[src/rtl/flprog_pkg.sv]
package flprog_pkg;

    typedef enum logic [3:0] {
        ST_IDLE,
        ST_STAT,
        ST_PREPOLL,
        ST_BUFCMD,
        ST_BUFPOLL,
        ST_COUNT,
        ST_DATA,
        ST_CONFIRM,
        ST_WAIT,
        ST_DONEPOLL,
        ST_CLEAR,
        ST_RESTAT,
        ST_REPORT
    } seq_state_t;

    typedef enum logic [2:0] {
        RES_OK       = 3'd0,
        RES_WPROT    = 3'd1,
        RES_IOERR    = 3'd2,
        RES_TIMEOUT  = 3'd3,
        RES_MISALIGN = 3'd4
    } res_t;

    localparam logic [7:0] OP_STATUS  = 8'h70;
    localparam logic [7:0] OP_BUFLOAD = 8'hE8;
    localparam logic [7:0] OP_GO      = 8'hD0;
    localparam logic [7:0] OP_CLEAR   = 8'h50;
    localparam int         RDY_BIT    = 7;
    localparam logic [7:0] FAULT_MASK = 8'h3A;
    localparam logic [7:0] PROT_MASK  = 8'h02;

endpackage

[src/rtl/flprog_span.sv]
module flprog_span #(
    parameter int ADDR_W    = 16,
    parameter int CNT_W     = 8,
    parameter int BUS_BYTES = 2,
    parameter int BUF_BYTES = 16
) (
    input  logic [ADDR_W-1:0] base,
    input  logic [CNT_W-1:0]  left,
    output logic [ADDR_W-1:0] cmd_addr,
    output logic [CNT_W-1:0]  burst_len
);
    localparam int BB_LSB    = $clog2(BUS_BYTES);
    localparam int BUF_WORDS = BUF_BYTES / BUS_BYTES;
    localparam logic [ADDR_W-1:0] OFS_MASK = ADDR_W'(BUF_BYTES - 1);

    logic [ADDR_W-1:0] offset;
    logic [CNT_W-1:0]  room;

    always_comb begin
        cmd_addr  = base & ~OFS_MASK;
        offset    = base & OFS_MASK;
        room      = CNT_W'(BUF_WORDS) - CNT_W'(offset >> BB_LSB);
        burst_len = (left < room) ? left : room;
    end
endmodule

[src/rtl/flprog_est.sv]
module flprog_est #(
    parameter int EST_W    = 10,
    parameter int EST_INIT = 128
) (
    input  logic             clk,
    input  logic             rst_n,
    input  logic             upd,
    input  logic             fast,
    output logic [EST_W-1:0] est
);
    localparam logic [EST_W-1:0] EST_MAX = {EST_W{1'b1}};
    localparam logic [EST_W-1:0] ONE     = EST_W'(1);

    always_ff @(posedge clk or negedge rst_n) begin
        if (!rst_n) begin
            est <= EST_W'(EST_INIT);
        end else if (upd) begin
            if (fast) begin
                est <= (est > ONE) ? est - ONE : ONE;
            end else begin
                est <= (est == EST_MAX) ? est : est + ONE;
            end
        end
    end
endmodule

[src/rtl/flprog_poll.sv]
module flprog_poll #(
    parameter int CW = 7
) (
    input  logic          clk,
    input  logic          rst_n,
    input  logic          clr,
    input  logic          step,
    input  logic [CW-1:0] lim,
    output logic [CW-1:0] cnt,
    output logic          hit
);
    always_ff @(posedge clk or negedge rst_n) begin
        if (!rst_n) begin
            cnt <= '0;
        end else if (clr) begin
            cnt <= '0;
        end else if (step) begin
            cnt <= cnt + CW'(1);
        end
    end

    assign hit = step && (cnt == lim - CW'(1));
endmodule

[src/rtl/flprog_seq.sv]
module flprog_seq
    import flprog_pkg::*;
#(
    parameter int ADDR_W     = 16,
    parameter int DATA_W     = 16,
    parameter int CNT_W      = 8,
    parameter int BUS_BYTES  = 2,
    parameter int INTERLEAVE = 1,
    parameter int BUF_EXP    = 4,
    parameter int POLL_LIMIT = 64,
    parameter int EST_INIT   = 128,
    parameter int EST_W      = 10
) (
    input  logic              clk,
    input  logic              rst_n,
    input  logic              req_valid,
    output logic              req_ready,
    input  logic [ADDR_W-1:0] req_addr,
    input  logic [CNT_W-1:0]  req_count,
    input  logic              dat_valid,
    output logic              dat_ready,
    input  logic [DATA_W-1:0] dat_word,
    output logic              done,
    output logic [2:0]        result,
    input  logic              ack,
    output logic              fl_wr,
    output logic              fl_rd,
    output logic [ADDR_W-1:0] fl_addr,
    output logic [DATA_W-1:0] fl_wdata,
    input  logic [DATA_W-1:0] fl_rdata
);
    localparam int BUF_BYTES = INTERLEAVE << BUF_EXP;
    localparam int BB_LSB    = $clog2(BUS_BYTES);
    localparam int POLL_CW   = $clog2(POLL_LIMIT) + 1;
    localparam logic [POLL_CW-1:0] LIM_FULL = POLL_CW'(POLL_LIMIT);
    localparam logic [POLL_CW-1:0] LIM_HALF = POLL_CW'(POLL_LIMIT / 2);
    localparam logic [ADDR_W-1:0]  BW_MASK  = ADDR_W'(BUS_BYTES - 1);
    localparam logic [DATA_W-1:0]  FAULTS   = DATA_W'(FAULT_MASK);
    localparam logic [DATA_W-1:0]  PROTS    = DATA_W'(PROT_MASK);

    seq_state_t state_q, state_d;

    logic [ADDR_W-1:0]  base_q;
    logic [CNT_W-1:0]   left_q;
    logic [CNT_W-1:0]   widx_q;
    logic [EST_W-1:0]   wait_q;
    res_t               res_q;

    logic [ADDR_W-1:0]  cmd_addr;
    logic [CNT_W-1:0]   blen;
    logic [EST_W-1:0]   est_q;
    logic [POLL_CW-1:0] poll_cnt;
    logic [POLL_CW-1:0] poll_lim;
    logic               poll_hit;

    logic dev_ready;
    logic dev_fault;
    logic dev_prot;
    logic misal;
    logic more;
    logic last_word;

    flprog_span #(
        .ADDR_W   (ADDR_W),
        .CNT_W    (CNT_W),
        .BUS_BYTES(BUS_BYTES),
        .BUF_BYTES(BUF_BYTES)
    ) u_span (
        .base     (base_q),
        .left     (left_q),
        .cmd_addr (cmd_addr),
        .burst_len(blen)
    );

    flprog_est #(
        .EST_W   (EST_W),
        .EST_INIT(EST_INIT)
    ) u_est (
        .clk  (clk),
        .rst_n(rst_n),
        .upd  (state_q == ST_DONEPOLL && dev_ready),
        .fast (poll_cnt == '0),
        .est  (est_q)
    );

    flprog_poll #(
        .CW(POLL_CW)
    ) u_poll (
        .clk  (clk),
        .rst_n(rst_n),
        .clr  (state_q != state_d),
        .step (fl_rd && !dev_ready),
        .lim  (poll_lim),
        .cnt  (poll_cnt),
        .hit  (poll_hit)
    );

    always_comb begin
        dev_ready = fl_rdata[RDY_BIT];
        dev_fault = (fl_rdata & FAULTS) != '0;
        dev_prot  = (fl_rdata & PROTS) != '0;
        misal     = (req_addr & BW_MASK) != '0;
        more      = left_q != blen;
        last_word = widx_q == blen - CNT_W'(1);
        poll_lim  = (state_q == ST_DONEPOLL) ? LIM_HALF : LIM_FULL;
    end

    // state register
    always_ff @(posedge clk or negedge rst_n) begin
        if (!rst_n) begin
            state_q <= ST_IDLE;
        end else begin
            state_q <= state_d;
        end
    end

    // next state
    always_comb begin
        state_d = state_q;
        unique case (state_q)
            ST_IDLE: begin
                if (req_valid) begin
                    if (misal || req_count == '0) state_d = ST_REPORT;
                    else                          state_d = ST_STAT;
                end
            end
            ST_STAT:    state_d = ST_PREPOLL;
            ST_PREPOLL: begin
                if (dev_ready)     state_d = ST_BUFCMD;
                else if (poll_hit) state_d = ST_REPORT;
            end
            ST_BUFCMD:  state_d = ST_BUFPOLL;
            ST_BUFPOLL: begin
                if (dev_ready)     state_d = ST_COUNT;
                else if (poll_hit) state_d = ST_RESTAT;
            end
            ST_COUNT:   state_d = ST_DATA;
            ST_DATA: begin
                if (dat_valid && last_word) state_d = ST_CONFIRM;
            end
            ST_CONFIRM: state_d = ST_WAIT;
            ST_WAIT: begin
                if (wait_q <= EST_W'(1)) state_d = ST_DONEPOLL;
            end
            ST_DONEPOLL: begin
                if (dev_ready) begin
                    if (dev_fault) state_d = ST_CLEAR;
                    else if (more) state_d = ST_STAT;
                    else           state_d = ST_REPORT;
                end else if (poll_hit) begin
                    state_d = ST_CLEAR;
                end
            end
            ST_CLEAR:   state_d = ST_RESTAT;
            ST_RESTAT:  state_d = ST_REPORT;
            ST_REPORT: begin
                if (ack) state_d = ST_IDLE;
            end
            default:    state_d = ST_IDLE;
        endcase
    end

    // datapath registers
    always_ff @(posedge clk or negedge rst_n) begin
        if (!rst_n) begin
            base_q <= '0;
            left_q <= '0;
            widx_q <= '0;
            wait_q <= '0;
            res_q  <= RES_OK;
        end else begin
            unique case (state_q)
                ST_IDLE: begin
                    if (req_valid) begin
                        base_q <= req_addr;
                        left_q <= req_count;
                        widx_q <= '0;
                        res_q  <= misal ? RES_MISALIGN : RES_OK;
                    end
                end
                ST_COUNT:   widx_q <= '0;
                ST_DATA: begin
                    if (dat_valid) widx_q <= widx_q + CNT_W'(1);
                end
                ST_CONFIRM: wait_q <= est_q;
                ST_WAIT:    wait_q <= wait_q - EST_W'(1);
                ST_PREPOLL, ST_BUFPOLL: begin
                    if (!dev_ready && poll_hit) res_q <= RES_TIMEOUT;
                end
                ST_DONEPOLL: begin
                    if (dev_ready) begin
                        if (dev_fault) begin
                            res_q <= dev_prot ? RES_WPROT : RES_IOERR;
                        end else if (more) begin
                            base_q <= base_q + (ADDR_W'(blen) << BB_LSB);
                            left_q <= left_q - blen;
                        end
                    end else if (poll_hit) begin
                        res_q <= RES_TIMEOUT;
                    end
                end
                default: ;
            endcase
        end
    end

    // outputs
    always_comb begin
        fl_wr     = 1'b0;
        fl_rd     = 1'b0;
        fl_addr   = cmd_addr;
        fl_wdata  = '0;
        req_ready = 1'b0;
        dat_ready = 1'b0;
        done      = 1'b0;
        result    = res_q;
        unique case (state_q)
            ST_IDLE:  req_ready = 1'b1;
            ST_STAT, ST_RESTAT: begin
                fl_wr    = 1'b1;
                fl_wdata = DATA_W'(OP_STATUS);
            end
            ST_PREPOLL, ST_BUFPOLL, ST_DONEPOLL: fl_rd = 1'b1;
            ST_BUFCMD: begin
                fl_wr    = 1'b1;
                fl_wdata = DATA_W'(OP_BUFLOAD);
            end
            ST_COUNT: begin
                fl_wr    = 1'b1;
                fl_wdata = DATA_W'(blen - CNT_W'(1));
            end
            ST_DATA: begin
                dat_ready = 1'b1;
                fl_wr     = dat_valid;
                fl_addr   = base_q + (ADDR_W'(widx_q) << BB_LSB);
                fl_wdata  = dat_word;
            end
            ST_CONFIRM: begin
                fl_wr    = 1'b1;
                fl_wdata = DATA_W'(OP_GO);
            end
            ST_CLEAR: begin
                fl_wr    = 1'b1;
                fl_wdata = DATA_W'(OP_CLEAR);
            end
            ST_REPORT: done = 1'b1;
            default: ;
        endcase
    end
endmodule

[config.mk]
export PLATFORM = sky130hd
export DESIGN_NAME = flprog_seq
export DESIGN_NICKNAME = d
export VERILOG_FILES = /design/src/rtl/flprog_pkg.sv /design/src/rtl/flprog_span.sv /design/src/rtl/flprog_est.sv /design/src/rtl/flprog_poll.sv /design/src/rtl/flprog_seq.sv
export SDC_FILE = /design/constraint.sdc
export NUM_CORES = 1
export LEC_CHECK = 0
export BUFFER_PORTS_ARGS = -buffer_cell sky130_fd_sc_hd__buf_2
export CAP_MARGIN = 10
export CORE_MARGIN = 3
export CORE_UTILIZATION = 52
export CTS_CLUSTER_SIZE = 14
export DETAILED_ROUTE_END_ITERATION = 10
export PLACE_DENSITY_LB_ADDON = 0.25
export SETUP_SLACK_MARGIN = 0.5
export SLEW_MARGIN = 20
export SYNTH_ARGS = -nofsm -noshare
export SYNTH_HDL_FRONTEND = slang
export SYNTH_SLANG_ARGS = --single-unit
[constraint.sdc]
create_clock -name clk -period 4 [get_ports clk]
set_input_delay 1 -clock clk [delete_from_list [all_inputs] [get_ports clk]]
set_output_delay 1 -clock clk [all_outputs]
set_load 0.03 [all_outputs]
==> impl_metrics.yaml <==
synthesis:
  ys_top_cells_by_area: "dfrtp_1, nand2_1, ha_1"
  synth_edf_count: 0
  yosys_warnings: 0
  synth.cells.most_frequent: "nand2_1, a21oi_1, nor2_1"
  synth_most_common_cell: "nand2_1"
  async_flop_share_pct: 100
  synth_top_area_share_pct: 28.4
  synthDistinctLibCells: 87
  syn_area_mm2: 0.00572
  avgSynthCellArea_um2: 7.77
  ys.flop_type: "dfrtp_1"
  seq_area_frac_synth_pct: 28.9
  synth_top_area_cell: "dfrtp_1"
  synth-seq-cells: 66
  syn_inst: 736
cts:
  htree_levels: 3
  cts_tree: "done"
  cts_root_buf: "clkbuf_8"
  clk_latency_ps: 360
  clock_sinks: 66
  cts.path.max_buffers: 2
  cts_made_buffers: 9
  clkTransAtPathRegs_ps: 90
sta:
  period_share_pct: 111
  post-route-min-period_ps: 4430
  clock.fmax_mhz: 226
  setup_ws_ps: -434
  hold_viol_final: 0
  slew_violations: 0
  skew_ps: 15.7
  worst_pin_slew_ps: 807
  setup_viol: 23
  rsz0062_at_grt: "true"
  max-slew-margin-rel_pct: 45.5
routing:
  drt-initial-drc-count: 754
  route.detailed.drc: 0
  ant_nets: 0
  wl_um: 20400
  vias: 6733
  avgRoutedWirePerCell_um: 19.7
  viasPerCell: 6.49
  dr.pass1.iters: 5
setup_path:
  worst_setup_path_end_kind: "output port"
  required_ps: 3000
  crit_path_start_kind: "register"
  path_max_fanout: 8
  cp_slowest_stage_delay_ps: 440
  crit_type: "register to output port"
  cp_cell_sequence: "buf_4 > nor3_4 > inv_2 > ha_4 > o21ai_4 > o21ai_2 > mux2_4 > inv_4 > ha_4 > inv_2 > a2111o_1 > or3_4 > buf_6 > nand2_1 > buf_6"
  critical_path_arrival_ps: 3430
  critPathSlowestCell: "dfrtp_2"
floorplan:
  rows: 37
  design.die.area_mm2: 0.0123
  initial_core_util_pct: 54.4
  die_h_um: 111
  die_x_um: 111
  core_area_mm2: 0.0105
  io_pins: 101
cells_and_area:
  antenna_cells: 0
  drive_above_1_share_pct: 35.4
  synthToLayoutAreaGrowth_pct: 39.5
  final_core_util_pct: 75.9
  nets: 992
  design_area_mm2: 0.00798
placed_design:
  place_ws_ps: -36.4
  gp_congestion: 0.925
  dpl_cell_area_mm2: 0.00668
  hpwlAfterDp_um: 12100
  port_buffers: 89
global_routing:
  grt_max_degree: 40
  grt_pass1_vias: 6518
  globalRouteTotalUtil_pct: 31.4
  grt_pass1_wl_um: 32000
  antenna_found_initial: 0
  grt-ovfl-total: 0
hold_path:
  hold_class: "register to register"
power:
  powerDensity_mw_per_mm2: 935
  leakagePower_nw: 3.51
  worst_ir_drop_vdd_v: 0.000625
status:
  violations: "setup timing"
  status: "finished with violations"
job:
  max_cap_violations: 0
worst paths after layout:
kind	startpoint	endpoint	slack (ps)	cells past startpoint
setup / recovery	base_q[1]$_DFFE_PN0P_	fl_wdata[8]	-430	15
hold / removal	wait_q[6]$_DFFE_PN0P_	wait_q[6]$_DFFE_PN0P_	510	1
setup reg to reg	base_q[1]$_DFFE_PN0P_	base_q[14]$_DFFE_PN0P_	-40	19
hold reg to reg	wait_q[6]$_DFFE_PN0P_	wait_q[6]$_DFFE_PN0P_	510	1
max in group asynchronous	rst_n	u_est.est[7]$_DFFE_PN1P_	2600	2
min in group asynchronous	rst_n	base_q[13]$_DFFE_PN0P_	530	1
flip-flops by register name, indices dropped and copies added (netlist names):
name,flops
widx_q,8
wait_q,10
u_poll.cnt,7
u_est.est,10
left_q,8
state_q,4
result,3
base_q,16
cell families (layout without fill, tap and decap cells):
family,after synthesis,after routing,share of synthesized area [%]
compound gates,231,231,26.2
xor+xnor,40,40,7.05
flops,66,66,28.9
buf+inv,72,234,4.79
fa+ha+maj,34,34,7.83
simple gates,286,286,24.1
mux,6,6,1.09
other cells,1,4,0.0656
metrics by stage:
step | TNS (ps) | hold slack [ps] | power (mW) | instances
3_5_place_dp | -270 | 468 | 5.19 | 966
2_1_floorplan | -237 | 438 | 4.13 | 739
5_1_grt | -8060 | 510 | 7.84 | 1037
3_3_place_gp | 0 | 451 | 5.02 | 966
4_1_cts | -3780 | 488 | 6.77 | 1023
6_report | -5270 | 507 | 7.46 | 1037
placed cells by master, fill, tap and decap left out, drive strengths merged, types with 4 or more instances in the layout:
cell / n
a211oi: 4
a21o: 9
a21oi: 70
a22oi: 4
a2bb2oi: 4
a31oi: 13
and2: 9
and3: 6
buf: 180
clkbuf: 11
conb: 4
dfrtp: 65
ha: 31
inv: 37
mux2i: 4
nand2: 104
nand2b: 9
nand3: 23
nand4: 10
nor2: 68
nor2b: 7
nor3: 15
nor4: 9
o211ai: 5
o21ai: 68
o22ai: 5
o32ai: 6
or3: 9
or4: 7
xnor2: 24
xor2: 13
worst max-delay path, delay by kind of cell (launching register included):
kind,cells,cell delay [ps]
AOI/OAI and AO/OA,3,610
buffers and inverters,6,620
and+or+nand+nor,3,640
muxes,1,340
adders and majority gates,2,420
DFF,1,440
per-layer routing:
layer	global-route usage [%]	wire [um]
met5	0	0
met4	14.8	914
met3	4.80	1730
met2	51.9	9630
met1	40.2	8130
where the power goes:
part / internal [mW] / leakage, nW / total, mW / switching [mW]
logic: 2.60 / 2.60 / 5.65 / 3.05
clock network: 0.254 / 0.0834 / 0.542 / 0.288
registers: 0.910 / 0.820 / 1.27 / 0.356
total: 3.77 / 3.51 / 7.46 / 3.69
cell type report:
type,instances,area (um2)
sequential,66,1660
inverter,39,161
clock inverter,4,27.5
tap,136,170
fill,667,2530
clock buffer,11,151
timing repair buffer,180,1400
multi-input combinational,601,4410
what timing repair did:
| action | in CTS | in global routing |
|---|---|---|
| gates resized for setup | 153 | 28 |
| buffers inserted | 38 | 14 |
| cloned | 4 | 0 |
| hold buffers | 0 | 0 |
| endpoints found under the setup margin | 56 | 59 |
| pin swaps | 70 | 35 |
Power figures use the tool's default switching activity.
